### src/rtl/eeprom_i2c_pkg.sv
package eeprom_i2c_pkg;

  typedef enum logic [2:0] {
    OP_RECOVER   = 3'd0,
    OP_START     = 3'd1,
    OP_WRITE     = 3'd2,
    OP_READ_ACK  = 3'd3,
    OP_READ_NACK = 3'd4,
    OP_STOP      = 3'd5
  } op_e;

  typedef enum logic [4:0] {
    S_IDLE, S_STA0, S_STA1, S_STA2,
    S_WLO, S_WHI, S_ALO, S_AHI,
    S_RLO, S_RHI, S_MLO, S_MHI, S_MEND, S_TAIL,
    S_SP0, S_SP1, S_SP2, S_SP3, S_HOLD,
    S_RC0, S_RCH, S_RCL, S_RCD, S_RCC
  } seq_state_e;

endpackage

### src/rtl/i2c_half_timer.sv
module i2c_half_timer #(
  parameter int HALF_DIV = 16
) (
  input  logic clk,
  input  logic rst_n,
  input  logic restart,
  input  logic run,
  output logic tick
);
  localparam int CW = $clog2(HALF_DIV + 1);
  localparam logic [CW-1:0] RELOAD = CW'(HALF_DIV - 1);

  logic [CW-1:0] cnt_q, cnt_d;

  always_comb begin
    cnt_d = cnt_q;
    if (restart) begin
      cnt_d = RELOAD;
    end else if (run) begin
      cnt_d = (cnt_q == '0) ? RELOAD : cnt_q - CW'(1);
    end
  end

  always_ff @(posedge clk or negedge rst_n) begin
    if (!rst_n) begin
      cnt_q <= RELOAD;
    end else begin
      cnt_q <= cnt_d;
    end
  end

  assign tick = run && (cnt_q == '0);

endmodule

### src/rtl/i2c_bit_seq.sv
module i2c_bit_seq
  import eeprom_i2c_pkg::*;
#(
  parameter int RECOVER_TRIES = 9,
  parameter int HOLD_HALVES   = 4
) (
  input  logic       clk,
  input  logic       rst_n,
  input  logic       go,
  input  op_e        op_i,
  input  logic [7:0] data_i,
  input  logic       rw_i,
  input  logic       tick,
  input  logic       sda_i,
  output logic       busy,
  output logic       done,
  output logic [7:0] rx_byte,
  output logic       nack,
  output logic       scl_rel,
  output logic       sda_rel
);
  localparam int MAXA = (RECOVER_TRIES > HOLD_HALVES) ? RECOVER_TRIES : HOLD_HALVES;
  localparam int MAXC = (MAXA > 8) ? MAXA : 8;
  localparam int CNTW = $clog2(MAXC + 1);
  localparam logic [CNTW-1:0] LAST_TRY  = CNTW'(RECOVER_TRIES - 1);
  localparam logic [CNTW-1:0] HOLD_LAST = CNTW'(HOLD_HALVES - 1);

  seq_state_e state_q, state_d;
  op_e             op_q, op_d;
  logic [7:0]      sh_q, sh_d, rx_q, rx_d;
  logic [CNTW-1:0] cnt_q, cnt_d;
  logic            scl_q, scl_d, sda_q, sda_d, nack_q, nack_d, done_q, done_d;

  always_comb begin
    state_d = state_q;
    op_d    = op_q;
    sh_d    = sh_q;
    rx_d    = rx_q;
    cnt_d   = cnt_q;
    scl_d   = scl_q;
    sda_d   = sda_q;
    nack_d  = nack_q;
    done_d  = 1'b0;
    if (state_q == S_IDLE) begin
      if (go) begin
        op_d   = op_i;
        nack_d = 1'b0;
        case (op_i)
          OP_RECOVER: begin state_d = S_RC0; scl_d = 1'b0; sda_d = 1'b1; cnt_d = '0; end
          OP_START: begin
            state_d = S_STA0; scl_d = 1'b1; sda_d = 1'b1;
            sh_d = {data_i[6:0], rw_i};
          end
          OP_WRITE: begin
            state_d = S_WLO; scl_d = 1'b0; sda_d = data_i[7];
            sh_d = data_i; cnt_d = CNTW'(7);
          end
          OP_READ_ACK, OP_READ_NACK: begin
            state_d = S_RLO; scl_d = 1'b0; sda_d = 1'b1;
            sh_d = '0; cnt_d = CNTW'(7);
          end
          OP_STOP: begin state_d = S_SP0; scl_d = 1'b0; end
          default: state_d = S_IDLE;
        endcase
      end
    end else if (tick) begin
      case (state_q)
        S_STA0: begin state_d = S_STA1; sda_d = 1'b0; end
        S_STA1: begin state_d = S_STA2; scl_d = 1'b0; end
        S_STA2: begin state_d = S_WLO; sda_d = sh_q[7]; cnt_d = CNTW'(7); end
        S_WLO:  begin state_d = S_WHI; scl_d = 1'b1; end
        S_WHI: begin
          scl_d = 1'b0;
          if (cnt_q == '0) begin
            state_d = S_ALO; sda_d = 1'b1;
          end else begin
            state_d = S_WLO; sh_d = {sh_q[6:0], 1'b0};
            sda_d = sh_q[6]; cnt_d = cnt_q - CNTW'(1);
          end
        end
        S_ALO:  begin state_d = S_AHI; scl_d = 1'b1; end
        S_AHI:  begin state_d = S_TAIL; scl_d = 1'b0; nack_d = sda_i; end
        S_TAIL: begin state_d = S_IDLE; done_d = 1'b1; end
        S_RLO:  begin state_d = S_RHI; scl_d = 1'b1; end
        S_RHI: begin
          scl_d = 1'b0;
          sh_d  = {sh_q[6:0], sda_i};
          if (cnt_q == '0) begin
            rx_d = {sh_q[6:0], sda_i};
            if (op_q == OP_READ_ACK) begin
              state_d = S_MLO; sda_d = 1'b0;
            end else begin
              state_d = S_TAIL;
            end
          end else begin
            state_d = S_RLO; cnt_d = cnt_q - CNTW'(1);
          end
        end
        S_MLO:  begin state_d = S_MHI; scl_d = 1'b1; end
        S_MHI:  begin state_d = S_MEND; scl_d = 1'b0; end
        S_MEND: begin state_d = S_IDLE; sda_d = 1'b1; done_d = 1'b1; end
        S_SP0:  begin state_d = S_SP1; sda_d = 1'b0; end
        S_SP1:  begin state_d = S_SP2; scl_d = 1'b1; end
        S_SP2:  begin state_d = S_SP3; sda_d = 1'b1; end
        S_SP3:  begin state_d = S_HOLD; cnt_d = HOLD_LAST; end
        S_HOLD: begin
          if (cnt_q == '0) begin
            state_d = S_IDLE; done_d = 1'b1;
          end else begin
            cnt_d = cnt_q - CNTW'(1);
          end
        end
        S_RC0:  begin state_d = S_RCH; scl_d = 1'b1; end
        S_RCH: begin
          if (sda_i) begin
            state_d = S_RCD; sda_d = 1'b0;
          end else begin
            state_d = S_RCL; scl_d = 1'b0;
          end
        end
        S_RCL: begin
          if (cnt_q == LAST_TRY) begin
            state_d = S_IDLE; nack_d = 1'b1; done_d = 1'b1;
          end else begin
            state_d = S_RCH; scl_d = 1'b1; cnt_d = cnt_q + CNTW'(1);
          end
        end
        S_RCD: begin state_d = S_RCC; scl_d = 1'b0; end
        S_RCC: begin state_d = S_IDLE; done_d = 1'b1; end
        default: state_d = S_IDLE;
      endcase
    end
  end

  always_ff @(posedge clk or negedge rst_n) begin
    if (!rst_n) begin
      state_q <= S_IDLE;
      op_q    <= OP_STOP;
      sh_q    <= '0;
      rx_q    <= '0;
      cnt_q   <= '0;
      scl_q   <= 1'b1;
      sda_q   <= 1'b1;
      nack_q  <= 1'b0;
      done_q  <= 1'b0;
    end else begin
      state_q <= state_d;
      op_q    <= op_d;
      sh_q    <= sh_d;
      rx_q    <= rx_d;
      cnt_q   <= cnt_d;
      scl_q   <= scl_d;
      sda_q   <= sda_d;
      nack_q  <= nack_d;
      done_q  <= done_d;
    end
  end

  assign busy    = (state_q != S_IDLE);
  assign done    = done_q;
  assign rx_byte = rx_q;
  assign nack    = nack_q;
  assign scl_rel = scl_q;
  assign sda_rel = sda_q;

endmodule

### src/rtl/eeprom_i2c_engine.sv
module eeprom_i2c_engine
  import eeprom_i2c_pkg::*;
#(
  parameter int HALF_DIV      = 16,
  parameter int RECOVER_TRIES = 9,
  parameter int HOLD_HALVES   = 4
) (
  input  logic       clk,
  input  logic       rst_n,
  input  logic       cmd_valid,
  input  logic [2:0] cmd_op,
  input  logic [7:0] cmd_data,
  input  logic       cmd_rw,
  output logic       busy,
  output logic       done,
  output logic [7:0] rx_byte,
  output logic       nack,
  output logic       scl_oe,
  output logic       sda_oe,
  input  logic       sda_in
);
  logic accept, tick, scl_rel, sda_rel;

  assign accept = cmd_valid && !busy && (cmd_op <= OP_STOP);

  i2c_half_timer #(.HALF_DIV(HALF_DIV)) i_timer (
    .clk     (clk),
    .rst_n   (rst_n),
    .restart (accept),
    .run     (busy),
    .tick    (tick)
  );

  i2c_bit_seq #(
    .RECOVER_TRIES (RECOVER_TRIES),
    .HOLD_HALVES   (HOLD_HALVES)
  ) i_seq (
    .clk     (clk),
    .rst_n   (rst_n),
    .go      (accept),
    .op_i    (op_e'(cmd_op)),
    .data_i  (cmd_data),
    .rw_i    (cmd_rw),
    .tick    (tick),
    .sda_i   (sda_in),
    .busy    (busy),
    .done    (done),
    .rx_byte (rx_byte),
    .nack    (nack),
    .scl_rel (scl_rel),
    .sda_rel (sda_rel)
  );

  assign scl_oe = !scl_rel;
  assign sda_oe = !sda_rel;

endmodule

### config.mk
export PLATFORM = sky130hd
export DESIGN_NAME = eeprom_i2c_engine
export DESIGN_NICKNAME = d
export VERILOG_FILES = /design/src/rtl/eeprom_i2c_pkg.sv /design/src/rtl/i2c_half_timer.sv /design/src/rtl/i2c_bit_seq.sv /design/src/rtl/eeprom_i2c_engine.sv
export SDC_FILE = /design/constraint.sdc
export NUM_CORES = 1
export LEC_CHECK = 0
export BUFFER_PORTS_ARGS = -buffer_cell sky130_fd_sc_hd__buf_2
export CORE_ASPECT_RATIO = 0.9
export CORE_UTILIZATION = 30
export CTS_BUF_LIST = sky130_fd_sc_hd__clkbuf_8 sky130_fd_sc_hd__clkbuf_16
export CTS_CLUSTER_DIAMETER = 80
export DETAILED_ROUTE_END_ITERATION = 10
export GPL_ROUTABILITY_DRIVEN = 0
export GPL_TIMING_DRIVEN = 1
export HOLD_SLACK_MARGIN = 0.12
export PLACE_DENSITY_LB_ADDON = 0.1
export SLEW_MARGIN = 25
export SYNTH_ARGS = -nofsm -noshare
export SYNTH_HDL_FRONTEND = slang
export SYNTH_SLANG_ARGS = --single-unit
### constraint.sdc
create_clock -name clk -period 2.1 [get_ports clk]
set_input_delay 0.63 -clock clk [delete_from_list [all_inputs] [get_ports clk]]
set_output_delay 0.63 -clock clk [all_outputs]
set_load 0.005 [all_outputs]
## Yosys cells after proc, flatten, opt, wreduce, memory -nomap -nowiden

Cells that the tools add are included.

| storage, ports and cells | value |
|---|---|
| register bits after elaboration | 37 |
| bits of input ports | 16 |

| cells by class | value |
|---|---|
| equal/unequal tests | 44 |
| reduce and logical (&&, ||, !) cells | 36 |
| bitwise gates (word level) | 1 |
| multiplexer cells | 53 |
| add/subtract/negate cells | 3 |
| magnitude comparators | 1 |

Operators by type and width:

| kind | number |
|---|---|
| case mux 5 bit (20 select lines) | 1 |
| equality test 5 x 4 -> 1 bit (second input constant) | 8 |
| equality test 5 bit (second input constant) | 8 |
| 2-to-1 mux 5 bit | 8 |
| 2-to-1 mux 8 bit | 4 |
| case mux 5 bit (5 select lines) | 1 |
| case mux 8 bit (3 select lines) | 1 |
| equality test 5 x 3 -> 1 bit (second input constant) | 4 |
| 2-to-1 mux 1 bit | 20 |
| 2-to-1 mux 4 bit | 5 |
| case mux 4 bit (4 select lines) | 1 |
| case mux 8 bit (2 select lines) | 1 |
| inequality test 3 x 2 -> 1 bit (second input constant) | 5 |
| nonzero test 5 bit | 3 |
| inequality test 3 x 1 -> 1 bit (second input constant) | 4 |
| AND reduction 6 bit | 2 |
| OR reduction 6 bit | 2 |
| equality test 5 x 2 -> 1 bit (second input constant) | 2 |
| zero test 5 bit | 2 |
| equality test 3 x 2 -> 1 bit (second input constant) | 3 |
| inequality test 3 bit (second input constant) | 3 |
| OR reduction 3 bit | 3 |
| case mux 4 bit (2 select lines) | 1 |
| AND reduction 4 bit | 2 |
| other kinds (31) | 44 |

## Logic depth before layout (Yosys ltp)

Gate-level depths: netlist of the first run.

| logic depth | value |
|---|---|
| depth in word-level cells | 6 |
| gate-level depth with buffers | 10 |
| gate-level depth less buffers | 9 |

## Hierarchy

A second synthesis of the first run with hierarchy kept.

| unflattened totals | value |
|---|---|
| cells, all modules | 309 |
| area total of the unflattened synthesis | 2713.9 um2 |

Modules (own cells, without submodules):

| module | seq. area each (um2) | cells each | instances | area an instance (um2) |
|---|---|---|---|---|
| i2c_bit_seq | 805.8 | 281 | 1 | 2419.8 |
| i2c_half_timer | 130.1 | 24 | 1 | 270.3 |
| eeprom_i2c_engine | 0.0 | 4 | 1 | 23.8 |

## Worst setup path after synthesis of the first run

Ideal clock, no wire load.

| path | value |
|---|---|
| path type | flip-flop to flip-flop |
| start point | reg i_seq.state_q[3] |
| end point | reg i_seq.cnt_q[3] |
| period minus slack after synthesis | 2.296 ns |
| path buffers | 1 |
| slack | -0.196 ns |
| library setup time | 0.122 ns |
| data required time | 1.978 ns |
| arrival time | 2.174 ns |
| cell stages (with the launch flop) | 11 |
| cell sequence | dfrtp_1 buf_6 nand2b_1 nor3_2 inv_1 ha_1 a21o_1 a21oi_1 xor2_1 o221ai_1 a32o_1 |

| between the ends | value |
|---|---|
| cells in the longest elaborated chain, start to end | 6 |
| elaborated cells between the ends (all ways) | 23 |
| those cells by class | eq/ne: 10; mux: 3; reduce/logical: 10 |

Ends and longest elaborated chain:

| element | line | source |
|---|---|---|
| start: declaration | i2c_bit_seq.sv:28 | `seq_state_e state_q, state_d;` |
| start signal: assignment | i2c_bit_seq.sv:147 | `state_q <= state_d;` |
| branches (longest 6 deep; another with equality test 5 x 3 -> 1 bit) | n/a |  |
| end signal: assignment | i2c_bit_seq.sv:151 | `cnt_q <= cnt_d;` |
| end: declaration | i2c_bit_seq.sv:31 | `logic [CNTW-1:0] cnt_q, cnt_d;` |

Several ways; the timed one is not identified. The select of a mux whose other input is x is not followed.
A chain may end at the register's enable or synchronous reset.

## Worst setup path after layout of the first run

| path | value |
|---|---|
| start point | reg i_seq.state_q[1] |
| end point | out busy |

| between the ends | value |
|---|---|
| cells in the longest elaborated chain, start to end | 1 |

Ends and longest elaborated chain:

| element | line | source |
|---|---|---|
| nonzero test 5 bit | i2c_bit_seq.sv:159 | `assign busy = (state_q != S_IDLE);` |
| end: declaration | eeprom_i2c_engine.sv:14 | `output logic busy,` |

No other way between the ends.

==> results of run 1 <==
cell families (layout without fill, tap and decap cells):
group	count (synthesis)	in the layout	share of synthesized area, %
and+or+nand+nor	119	119	24.1
DFF	37	37	33.8
buffers and inverters	33	121	5.20
adders and majority gates	4	4	2.08
AOI/OAI and AO/OA	94	94	22.7
xor gates and xnor gates	4	4	1.27
muxes	27	27	10.9
power groups by stage:
stage          logic [mW]  clock network (mW)  registers [mW]
3_3_place_gp         2.69                   0            1.18
6_report             2.97               0.530            1.16
2_1_floorplan        1.74                   0            1.14
5_1_grt              3.26               0.587            1.20
4_1_cts              2.78               0.549            1.16
3_5_place_dp         2.65                   0            1.18
cell type report:
type / instances / area share [%]
clock inverter: 3 / 0.465
inverter: 14 / 1.40
timing repair buffer: 99 / 18.9
clock buffer: 5 / 1.83
multi-input combinational: 248 / 48.6
sequential: 37 / 24.9
tap: 119 / 3.96
per-layer routing:
layer	vias up	share of wire, %	GRT usage [%]
met2	74	44	28.6
met1	1327	49	28.3
li1	1344	-	-
met3	8	6.0	5.90
met5	-	0	0
met4	0	1.0	5.28
worst min path at each step:
stage,startpoint,to,cells after the start
detailed placement,i_seq.rx_byte[0],i_seq.rx_byte[0],1
floorplan,rst_n,i_seq.cnt_q[0],0
global placement,i_seq.rx_byte[0],i_seq.rx_byte[0],1
CTS,rst_n,i_seq.state_q[3],1
finish,rst_n,i_seq.state_q[3],1
global route,rst_n,i_seq.state_q[3],1
state kept, by name, indices dropped and copies added (netlist names):
signal / cells
i_seq.rx_byte: 8
i_seq.sh_q: 8
i_seq.state_q: 5
i_timer.cnt_q: 5
i_seq.cnt_q: 4
i_seq.op_q: 3
i_seq.done: 1
i_seq.nack: 1
i_seq.scl_rel: 1
i_seq.sda_rel: 1
placed cells by master (no fill, tap or decap), drive strengths merged, types with 3 or more instances in the layout:
cell type	n
buf	99
nor2	34
dfrtp	29
o21ai	29
nand2	22
a21oi	21
mux2	21
inv	14
nand3	13
nor2b	9
nor3	9
dfstp	8
a221oi	8
mux2i	6
clkbuf	5
or3	5
nand4	4
a31oi	4
a21o	4
nand2b	4
o211ai	3
nor4	3
nor3b	3
xor2	3
o32ai	3
and2	3
a21boi	3
ha	3
or2	3
through the flow:
step	cells	area, um^2	util [%]
2_1_floorplan	318	2780	-
3_3_place_gp	508	3460	39.4
3_5_place_dp	508	3460	39.4
4_1_cts	524	3630	41.4
5_1_grt	525	3760	42.9
6_report	525	3760	42.9
timing repair:
action / CTS / global route
pin swaps: 4 / 6
endpoints found under the hold margin: 0 / 0
setup endpoints to repair: 17 / 25
buffers inserted: 8 / 1
resized for setup: 8 / 23
==> impl_results.md, run 1 <==
* Top delay family on crit path: simple AND/OR/NAND/NOR gates
* Global-route usage over all layers at 19.8%
* Register-to-register path setup slack at -0.04 ns
* Setup crit end: busy
* Top cells by count, synth: 31 x nor2_1, 29 x dfrtp_1, 26 x o21ai_0
* Sequential cell area fraction in the yosys report at 33.8%
* Sw Ratio at 44.8%
* Unique masters post-synth at 70
* Worst-margin pin slew at 0.481 ns
* Internal at between 2 and 3 mW
* Port buffer count at 28
* Number of fill cells at 874
* Largest net degree at the start of global routing at 22
* Clk slew on worst S/H paths at 0.08 ns
* Mapped cell area at between 2000 and 3000 um^2
* Initial Util at 31.5%
* Worst Setup End Kind: output pin
* Worst R2R End: i_seq.cnt_q[3]
* Setup ws final at -0.112 ns
* Max Slew Vio Count at 0
* Multi-input logic area at between 1500 and 2000 um^2
* Synth async-reset ratio at 100%
* Count leader, synth: nor2_1
* CP Depth at 6
* Worst path arrival time at 1.58 ns
* CTS tree: built
* Drt initial violations at 115
* Avg Cell Area, Syn at slightly below 9 um^2
* Failing checks: setup timing
* Initial antenna violation count at 0
* Register area at 936 um^2
* Share of the synthesized area in the top cell type at 26.2%
* CTS buffer count at 5
* DRT antenna net count at 0
* Psw at 2.09 mW
* CTS max path bufs at 2
* Crit path max fanout at 2
* Estimated wirelength of the detail-placed design at around 6.5 mm
* Initial DRT Pass Iterations at 4
* DR vias/cell at 5.24
* # H-tree levels at 2
* Logic pwr share at 63.7%
* Mapped Cells at ~320
* Root Buffer: clkbuf_8
* Synth top area cells: dfrtp_1 26%, dfstp_2 7.6%, mux2_2 5.7%
* Via Count at about 2800
* Core area at 8770 um^2
* CP startpoint kind: register
* Flop pwr share at around a quarter
* Crit-path slowest cell: dfrtp_1
* Final Power at between 4 and 5 mW
* Die Y at 93.1 um
* WL/cell at roughly 17 um
* Setup violators final at 2
* Worst hold-check slack at 0.268 ns
* Worst slew margin at 67.8%
* First-pass GRT wire length at 14.3 mm
* Reg2Reg Depth at 9
* Post-Syn Nets at 338
* Vias in the first global route at 2719
* Fin. Hold Viols at 0
* Crit path time final at 2.21 ns
* RSZ-0062 raised after global routing: yes
* Post-route DRC at 0
* Die Area at 9610 um^2
* Clk network pwr share at a little under an eighth
* Worst vdd rail ir drop at ~0.00044 V
* Largest stage delay, worst path at about 0.4 ns
* Post-synth EDFFs at 0
* GRT overflow at 0
* Worst r2r src: i_seq.state_q[1]
* Prevailing post-synth register cell: dfrtp_1
* Max Cap Viol at 0
* HP Class: primary input to asynchronous set/reset pin
* Clock sink count at 37
* Final worst-path cycle share at 105%
* Worst EP required at 1.47 ns
* Final setup TNS at -0.156 ns
* Buf/Inv on CP at 4
* Chip width at approximately 100 um
* Routed Wire Length at 8.75 mm
* Yosys synthesis warning count at 0
* Hold_buf cts at 0
* Critical path's most frequent cell: buf_6
* Pre-CTS setup slack at -0.0350 ns
* I/O pin count at 29
* FF+latch count, synth at 37
* CP cell instances: buf_6 > or3_4 > nor2_4 > inv_2 > buf_6 > buf_6
* Layout Skew at about 0.0055 ns
* Ratio of cells with drive above 1 in the final layout at approximately 42%
* Cell row count at 32
* ANT cells at 0
* Maximum clock rate at 452 MHz
* CP startpoint: i_seq.state_q[1]
* Clk_lat worst skew at 0.31 ns
* PD cells at ~1200 nW/um^2
* CP Class: register to output pin
* Final nets at roughly 430
* Most area-hungry cell type in the Yosys netlist: dfrtp_1
* Synth-to-layout area growth at 36.1%
* Status: finished, violations left
* P_leak at around 1.7 nW
Note: power is estimated with default switching activity, not from simulation.
==> inputs of run 2 (changes only) <==
--- a/config.mk
+++ b/config.mk
@@ -15,6 +15,7 @@
 export GPL_TIMING_DRIVEN = 1
 export HOLD_SLACK_MARGIN = 0.12
 export PLACE_DENSITY_LB_ADDON = 0.1
+export REMOVE_ABC_BUFFERS = 1
 export SLEW_MARGIN = 25
 export SYNTH_ARGS = -nofsm -noshare
 export SYNTH_HDL_FRONTEND = slang
==> impl_results.md, run 2 (synthesized netlist as in run 1, its figures left out) <==
* Status: finished, violations left
* Failing checks: setup timing
* # H-tree levels at 2
* Top delay family on crit path: simple AND/OR/NAND/NOR gates
* Final Core Density at 43.6%
* Psw at 2.16 mW
* DR vias/cell at 5.31
* Crit path time final at 2.19 ns
* Critical path's most frequent cell: buf_6
* Initial Util at 31.5%
* RSZ-0062 raised after global routing: yes
* Most common cell after layout, fill and taps aside: buf_4
* Final Power at about 4.8 mW
* Worst Setup End Kind: output pin
* Hold_buf cts at 0
* Largest stage delay, worst path at 0.40 ns
* Die Y at 93.1 um
* CTS max path bufs at 2
* Grt met2 use at just over 30%
* Initial DRT Pass Iterations at 5
* Fin. Hold Viols at 0
* Logic pwr share at 64.8%
* GRT overflow at 0
* Via Count at 2773
* Sw Ratio at around 45%
* Crit-path slowest cell: dfrtp_1
* Grt peak-use layer: met2
* Ratio of cells with drive above 1 in the final layout at 42.9%
* CP startpoint kind: register
* Clk slew on worst S/H paths at 0.09 ns
* Worst path arrival time at approximately 1.6 ns
* Max Slew Vio Count at 0
* Clk_lat worst skew at 0.30 ns
* DRT antenna net count at 0
* Routed Wire Length at 9.29 mm
* Most frequent cells in the layout: 60 x buf_4, 30 x nor2_1, 29 x dfrtp_1
* CTS buffer count at 5
* HP Class: primary input to asynchronous set/reset pin
* Pre-CTS setup slack at -0.160 ns
* Cell row count at 32
* Post-route DRC at 0
* Final setup TNS at -0.0872 ns
* Worst EP required at 1.47 ns
* CP Class: register to output pin
* Buf/Inv on CP at 4
* Worst slew margin at 69.0%
* Post-route cell area at 3820 um^2
* Post-DP Area at 3440 um^2
* Initial antenna violation count at 0
* Estimated wirelength of the detail-placed design at 6.86 mm
* Port buffer count at 28
* CTS tree: built
* Final worst-path cycle share at 104%
* Die Area at between 9000 and 10000 um^2
* Core area at just under 9000 um^2
* Chip width at 103 um
* Final nets at 422
* Largest net degree at the start of global routing at 29
* Layout Skew at 0.00961 ns
* Flop pwr share at between 20% and 30%
* First-pass GRT wire length at 14.3 mm
* Vias in the first global route at 2595
* ANT cells at 0
* Global-route usage over all layers at 19.9%
* P_leak at 1.73 nW
* Crit path max fanout at 2
* Setup violators final at 1
* Drt initial violations at 187
* Worst vdd rail ir drop at 0.000460 V
* Max Cap Viol at 0
* GRT met3 Usage at 3.06%
* Worst-margin pin slew at 0.465 ns
* PD cells at 1260 nW/um^2
* GR Util met1 at approximately 29%
* Maximum clock rate at 457 MHz
* Clock sink count at 37
* Clk network pwr share at a little over a tenth
* WL/cell at 17.8 um
* Root Buffer: clkbuf_8
* I/O pin count at 29
* Internal at 2.66 mW
* Synth-to-layout area growth at 38.1%
* CP cell instances: buf_6 > or3_4 > buf_6 > nor2_4 > inv_2 > buf_2
* Setup ws final at -0.0872 ns
[run 2: path summary, 6_finish.rpt]
kind                                        from       endpoint  slack, ns  depth (start not counted)
worst max-delay path            i_seq.state_q[2]           busy      -0.09                          6
worst min-delay path                       rst_n     i_seq.done       0.21                          1
worst max register to register  i_seq.state_q[2]  i_seq.sh_q[7]       0.03                         10
worst min register to register     i_seq.sda_rel  i_seq.sda_rel       0.49                          2
max in group asynchronous                  rst_n  i_seq.sda_rel       1.28                          2
min in group clk                   i_seq.sda_rel  i_seq.sda_rel       0.49                          2
[run 2: worst reg2reg max path: stages (launching register included)]
cell and delay [ns]:
dfrtp_1 0.40, buf_6 0.12, or3_4 0.37, buf_6 0.13, nor2_4 0.08, inv_2 0.04, buf_4 0.13, buf_12 0.14
a221oi_1 0.22, nor2_1 0.06, mux2_2 0.26
[run 2: power by group through the flow]
stage | clock (mW) | sequential [mW] | combinational (mW)
detailed placement | 0 | 1.18 | 2.72
floorplan | 0 | 1.32 | 1.40
CTS | 0.536 | 1.17 | 2.91
global placement | 0 | 1.17 | 2.73
global route | 0.563 | 1.21 | 3.38
finish | 0.517 | 1.18 | 3.12
[run 2: cell type report]
cell class,instances,area [um^2]
multi-input combinational,248,1890
fill,882,4950
clock inverter,3,13.8
sequential,37,936
timing repair buffer,96,707
clock buffer,5,68.8
inverter,14,52.6
tap,119,149
[run 2: per-stage QoR]
step,instances,hold slack (ns)
2_1_floorplan,299,0.334
6_report,522,0.205
3_3_place_gp,505,0.474
3_5_place_dp,505,0.492
4_1_cts,518,0.224
5_1_grt,522,0.233
[run 2: what timing repair did]
item                                   in CTS  in global routing
gates resized for setup                    18                 28
setup endpoints to repair                  11                 25
pin swaps                                  12                  7
setup buffers                               5                  4
endpoints found under the hold margin       0                  0
[run 2: per-layer routing]
metal  part of all wire, %  up-vias  wire (um)
li1                      -     1339          -
met1                    48     1354       4480
met2                    45       74       4230
met3                   5.4        6        501
met4                  0.87        0         81
met5                     0        -          0
